--- config.mk ---
export PLATFORM = sky130hd
export DESIGN_NAME = spi_reg_port
export DESIGN_NICKNAME = d
export VERILOG_FILES = /design/src/rtl/spi_reg_pkg.sv /design/src/rtl/spi_reg_sync.sv /design/src/rtl/spi_reg_frame.sv /design/src/rtl/spi_reg_tx.sv /design/src/rtl/spi_reg_port.sv
export SDC_FILE = /design/constraint.sdc
export NUM_CORES = 1
export LEC_CHECK = 0
export BUFFER_PORTS_ARGS = -buffer_cell sky130_fd_sc_hd__buf_2
export CAP_MARGIN = 15
export CORE_MARGIN = 3
export CORE_UTILIZATION = 59
export CTS_BUF_LIST = sky130_fd_sc_hd__clkbuf_2 sky130_fd_sc_hd__clkbuf_4 sky130_fd_sc_hd__clkbuf_8
export CTS_CLUSTER_DIAMETER = 60
export DETAILED_ROUTE_END_ITERATION = 6
export GPL_TIMING_DRIVEN = 1
export PLACE_DENSITY_LB_ADDON = 0.05
export SYNTH_ARGS = -nofsm -noshare
export SYNTH_HDL_FRONTEND = slang
export SYNTH_HIERARCHICAL = 1
export SYNTH_SLANG_ARGS = --single-unit
--- constraint.sdc ---
create_clock -name clk_i -period 2.5 [get_ports clk_i]
set_clock_uncertainty 0.2 [all_clocks]
set_input_delay 0.25 -clock clk_i [delete_from_list [all_inputs] [get_ports clk_i]]
set_output_delay 0.25 -clock clk_i [all_outputs]
set_load 0.05 [all_outputs]
--- src/rtl/spi_reg_pkg.sv ---
package spi_reg_pkg;
  typedef enum logic [2:0] {
    FR_CMD,
    FR_WADDR,
    FR_RADDR,
    FR_WR,
    FR_RD,
    FR_IGN
  } frame_st_e;
endpackage

--- src/rtl/spi_reg_sync.sv ---
module spi_reg_sync #(
  parameter int N = 1,
  parameter logic [N-1:0] RST_VAL = '0
) (
  input  logic         clk_i,
  input  logic         rst_ni,
  input  logic [N-1:0] d_i,
  output logic [N-1:0] q_o
);
  logic [N-1:0] s1_q, s2_q;

  for (genvar g = 0; g < N; g++) begin : g_bit
    always_ff @(posedge clk_i or negedge rst_ni) begin
      if (!rst_ni) begin
        s1_q[g] <= RST_VAL[g];
        s2_q[g] <= RST_VAL[g];
      end else begin
        s1_q[g] <= d_i[g];
        s2_q[g] <= s1_q[g];
      end
    end
  end

  assign q_o = s2_q;
endmodule

--- src/rtl/spi_reg_frame.sv ---
module spi_reg_frame
  import spi_reg_pkg::*;
#(
  parameter int W = 16,
  parameter logic [W-1:0] CMD_WR = W'(2),
  parameter logic [W-1:0] CMD_RD = W'(3)
) (
  input  logic         clk_i,
  input  logic         rst_ni,
  input  logic         cs_act_i,
  input  logic         rise_i,
  input  logic         mosi_i,
  output logic [W-1:0] addr_o,
  output logic [W-1:0] wdata_o,
  output logic         we_o,
  output logic         re_o
);
  localparam int CW = $clog2(W);

  frame_st_e    st_q;
  logic [CW-1:0] cnt_q;
  logic [W-1:0] sh_q, addr_q, wdata_q, word;
  logic         we_q, re_q, last;

  assign word = {sh_q[W-2:0], mosi_i};
  assign last = (cnt_q == CW'(W - 1));

  always_ff @(posedge clk_i or negedge rst_ni) begin
    if (!rst_ni) begin
      st_q    <= FR_CMD;
      cnt_q   <= '0;
      sh_q    <= '0;
      addr_q  <= '0;
      wdata_q <= '0;
      we_q    <= 1'b0;
      re_q    <= 1'b0;
    end else begin
      we_q <= 1'b0;
      re_q <= 1'b0;
      // step past a written register once its strobe is out
      if (we_q) addr_q <= addr_q + W'(1);
      if (!cs_act_i) begin
        st_q  <= FR_CMD;
        cnt_q <= '0;
      end else if (rise_i) begin
        sh_q  <= word;
        cnt_q <= last ? '0 : cnt_q + CW'(1);
        if (last) begin
          unique case (st_q)
            FR_CMD: begin
              if (word == CMD_WR)      st_q <= FR_WADDR;
              else if (word == CMD_RD) st_q <= FR_RADDR;
              else                     st_q <= FR_IGN;
            end
            FR_WADDR: begin
              addr_q <= word;
              st_q   <= FR_WR;
            end
            FR_RADDR: begin
              addr_q <= word;
              re_q   <= 1'b1;
              st_q   <= FR_RD;
            end
            FR_WR: begin
              wdata_q <= word;
              we_q    <= 1'b1;
            end
            FR_RD: begin
              // prefetch the next register for the following word
              addr_q <= addr_q + W'(1);
              re_q   <= 1'b1;
            end
            default: ;
          endcase
        end
      end
    end
  end

  assign addr_o  = addr_q;
  assign wdata_o = wdata_q;
  assign we_o    = we_q;
  assign re_o    = re_q;
endmodule

--- src/rtl/spi_reg_tx.sv ---
module spi_reg_tx #(
  parameter int W = 16
) (
  input  logic         clk_i,
  input  logic         rst_ni,
  input  logic         cs_act_i,
  input  logic         fall_i,
  input  logic         load_i,
  input  logic [W-1:0] data_i,
  output logic         miso_o
);
  logic [W-1:0] sh_q;
  logic         bit_q;

  always_ff @(posedge clk_i or negedge rst_ni) begin
    if (!rst_ni) begin
      sh_q  <= '0;
      bit_q <= 1'b0;
    end else if (!cs_act_i) begin
      sh_q  <= '0;
      bit_q <= 1'b0;
    end else if (load_i) begin
      sh_q <= data_i;
    end else if (fall_i) begin
      bit_q <= sh_q[W-1];
      sh_q  <= {sh_q[W-2:0], 1'b0};
    end
  end

  assign miso_o = bit_q;
endmodule

--- src/rtl/spi_reg_port.sv ---
module spi_reg_port #(
  parameter int W = 16,
  parameter logic [W-1:0] CMD_WR = W'(2),
  parameter logic [W-1:0] CMD_RD = W'(3)
) (
  input  logic         clk_i,
  input  logic         rst_ni,
  input  logic         spi_sclk_i,
  input  logic         spi_cs_ni,
  input  logic         spi_mosi_i,
  output logic         spi_miso_o,
  output logic         spi_miso_oe_o,
  output logic [W-1:0] reg_addr_o,
  output logic [W-1:0] reg_wdata_o,
  output logic         reg_we_o,
  output logic         reg_re_o,
  input  logic [W-1:0] reg_rdata_i
);
  logic [2:0] pins_s;
  logic sclk_s, cs_n_s, mosi_s, sclk_d, rise, fall, cs_act;
  logic load_q, oe_q, tx_bit;

  // bit order: mosi, cs_n, sclk; cs idles high
  spi_reg_sync #(.N(3), .RST_VAL(3'b010)) i_sync (
    .clk_i (clk_i),
    .rst_ni(rst_ni),
    .d_i   ({spi_mosi_i, spi_cs_ni, spi_sclk_i}),
    .q_o   (pins_s)
  );
  assign {mosi_s, cs_n_s, sclk_s} = pins_s;

  always_ff @(posedge clk_i or negedge rst_ni) begin
    if (!rst_ni) begin
      sclk_d <= 1'b0;
      load_q <= 1'b0;
      oe_q   <= 1'b0;
    end else begin
      sclk_d <= sclk_s;
      load_q <= reg_re_o;
      oe_q   <= cs_act;
    end
  end

  assign rise   = sclk_s & ~sclk_d;
  assign fall   = ~sclk_s & sclk_d;
  assign cs_act = ~cs_n_s;

  spi_reg_frame #(.W(W), .CMD_WR(CMD_WR), .CMD_RD(CMD_RD)) i_frame (
    .clk_i   (clk_i),
    .rst_ni  (rst_ni),
    .cs_act_i(cs_act),
    .rise_i  (rise),
    .mosi_i  (mosi_s),
    .addr_o  (reg_addr_o),
    .wdata_o (reg_wdata_o),
    .we_o    (reg_we_o),
    .re_o    (reg_re_o)
  );

  spi_reg_tx #(.W(W)) i_tx (
    .clk_i   (clk_i),
    .rst_ni  (rst_ni),
    .cs_act_i(cs_act),
    .fall_i  (fall),
    .load_i  (load_q),
    .data_i  (reg_rdata_i),
    .miso_o  (tx_bit)
  );

  assign spi_miso_oe_o = oe_q;
  assign spi_miso_o    = tx_bit & oe_q;
endmodule

==> impl_metrics.ini <==
[run_status]
outcome = finished, final reports clean

[yosys]
yosysWarnings = 6
ys_seq_elements = 82
ys.flop_type = dfrtp_1
syn_inst = 335
synth_cell_type_count = 59
synth-edff-count = 0
yosys.area.top_type = dfrtp_1
ys_seq_area_share_pct = 52.2
yosys-top-cells-area = dfrtp_1, mux2_2, mux2i_1
syn-num-nets = 358
synth_top_area_share_pct = 50.8
synthArstFlopShare_pct = 100
synth_area_sq_mm = 0.00394
syn_avg_cell_area_sq_um = 11.8

[die]
io_pins = 57
die_y_um = 87.7
core_area_sq_mm = 0.00642
dieArea_sq_mm = 0.00769
start_util_pct = 61.3
die_w_um = 87.7
floorplan.rows = 29

[global_route]
grt_pass1_wl_mm = 14.3
track_usage_pct = 24.2
grt_antenna_before_repair = 0
grt_overflow = 0
grt_max_degree = 47
grt_pass1_vias = 2860

[critical_path]
criticalPathCategory = flip-flop to flip-flop
r2r_setup_slack_ps = 170
cp_top_family = simple AND/OR/NAND/NOR gates
crit_fanout = 11
critPathSlowestCell = nor2_1
cp-end-kind = flip-flop
crit_path_start_kind = flip-flop
critPathRequiredTime_ps = 2530
path_cells = xnor2_2 > nor2_1 > nand2b_1 > o21ai_1 > buf_4 > o22ai_1
cpPeakStageDelay_ps = 670
path_buf_inv = 1
worst_ep_arrival_time_ps = 2360

[clock_tree]
cts_buffers = 9
cts.repair.resized = 0
clk_pin_slew_worst_paths_ps = 80
clockBufferDepth = 2
root_buffer = clkbuf_8
clkSinkCount = 82
clkLatencyLatePin_ps = 350
cts.htree.levels = 3
tritoncts = yes

[power]
power_leakage_nw = 2.19
vdd_ir_drop_max_v = 0.000524
powerDensity_mw_per_mm2 = 558

[cells_and_area]
syn2layout_area_growth_pct = 17.6
drive_gt1_share_pct = 31.7
nNetsFinal = 434
diodes = 0
finalNonFillerCells = 493
design_area_sq_mm = 0.00463

[sta]
hold_viol = 0
hold_ws_ps = 7.10
drv_slew = 0
tightest_slew_ps = 872
finalCritPeriodShare_pct = 93.4
fin_setup_tns_ps = 0
fmax_mhz = 428
setup_violations = 0
finalCriticalPeriod_ps = 2330
relSlewSlack_pct = 41.6
rsz0062_at_grt = no

[routing]
drc = 0
route.detailed.wl_per_inst_um = 17.7
vias = 2984
drtPass1Iterations = 5
drtAntennaViolNets = 0
avgViaCountPerCell = 6.05
first_iter_violations = 188
totalWireLength_mm = 8.74

[flow_run]
max-cap-violations = 0

[min_path]
hp-class = primary input to flip-flop

[placement]
place_area_sq_mm = 0.00429
place_congestion = 0.837
placed_cells_incl_taps = 461
dpl.hpwl_mm = 5.90
numPortBuffers = 56
-- worst paths after layout --
check	depth (start not counted)	endpoint	start
max	6	i_frame/addr_o[1]	i_frame/st_q[1]
min	3	i_tx/sh_q[7]	reg_rdata_i[7]
max reg2reg	6	i_frame/addr_o[1]	i_frame/st_q[1]
min reg2reg	0	i_sync/q_o[0]	i_sync/s1_q[0]
max in group asynchronous	3	i_frame/sh_q[13]	rst_ni
min in group asynchronous	2	i_sync/q_o[0]	rst_ni
-- kinds of logic after synthesis --
| family | synth area share (%) |
|---|---|
| AO/OA/AOI/OAI | 12.2 |
| buffers and inverters | 3.75 |
| XOR/XNOR | 4.42 |
| AND/OR/NAND/NOR | 12.8 |
| multiplexers | 14.0 |
| flip-flops | 52.2 |
| adder cells (fa/ha/maj) | 0.635 |
-- per-stage QoR --
step                setup slack (ps)  util (%)  power, W
global placement                 290      66.8   0.00170
detailed placement               217      66.8   0.00171
floorplan                        287         -   0.00160
CTS                              197      72.1   0.00260
finish                           165      72.1   0.00258
global route                    90.4      72.1   0.00270
-- report_power, final --
| group | total (W) | switching, W | internal [W] | leakage, nW |
|---|---|---|---|---|
| sequential | 0.00150 | 0.000106 | 0.00140 | 1.11 |
| combinational | 0.000201 | 0.0000886 | 0.000113 | 0.984 |
| clock | 0.000878 | 0.000468 | 0.000410 | 0.0988 |
-- layer usage --
layer	GRT usage, %	routed length [um]
met5	0	0
met4	8.79	149
met3	5.36	464
met2	38.0	4370
met1	33.3	3760
-- area by class of cell --
class	count	area (sq um)
well taps	77	96.3
repair buffers	84	546
clock inverters	5	28.8
fillers	460	1790
inverters	5	18.8
multi-input cells	229	1740
clock buffers	11	151
flip-flops and latches	82	2050
-- placed cells by master (no fill, tap or decap), types with 12 or more instances in the layout --
cell type	instances
a21oi_1	19
buf_2	55
buf_4	12
dfrtp_1	80
dlygate4sd3_1	16
mux2_2	32
mux2i_1	19
nand2_1	14
nor2_1	14
o21ai_0	12
-- what timing repair did --
item / CTS / global route
hold buffers: 16 / 0
endpoints found under the hold margin: 58 / 0
buffers inserted: 0 / 0
-- Yosys cell counts (2+ instances only) --
cell and instances:
a211oi_1 2, a21boi_0 2, a21oi_1 19, a22oi_1 8, a31oi_1 4, and2_1 4, and3_1 4, buf_2 8
buf_4 2, buf_6 3, clkbuf_1 3, dfrtp_1 80, dfstp_2 2, ha_1 2, inv_1 4, mux2_2 32
mux2i_1 19, nand2_1 14, nand2b_1 3, nand3_1 8, nand4_1 6, nor2_1 14, nor2b_1 4, nor3_1 3
nor3_4 2, nor4_1 2, o211ai_1 4, o21ai_0 12, o21ai_1 6, o22ai_1 11, o2bb2ai_1 2, o41ai_1 2
or3_1 2, xnor2_1 7, xor2_1 11
-- worst min-delay path: cells and delay by family --
kind | cells | cell delay (ps)
buf+inv | 1 | 70
compound gates | 2 | 180
-- sequential cells by signal, summed over array words and instances, names as in the netlist, 3 cells and up --
name,flops
i_frame/st_q,3
i_frame/wdata_o,16
i_sync/s1_q,3
i_frame/addr_o,16
i_sync/q_o,3
i_frame/cnt_q,4
i_frame/sh_q,15
i_tx/sh_q,16
No activity file was read; power rests on OpenSTA's default activity.
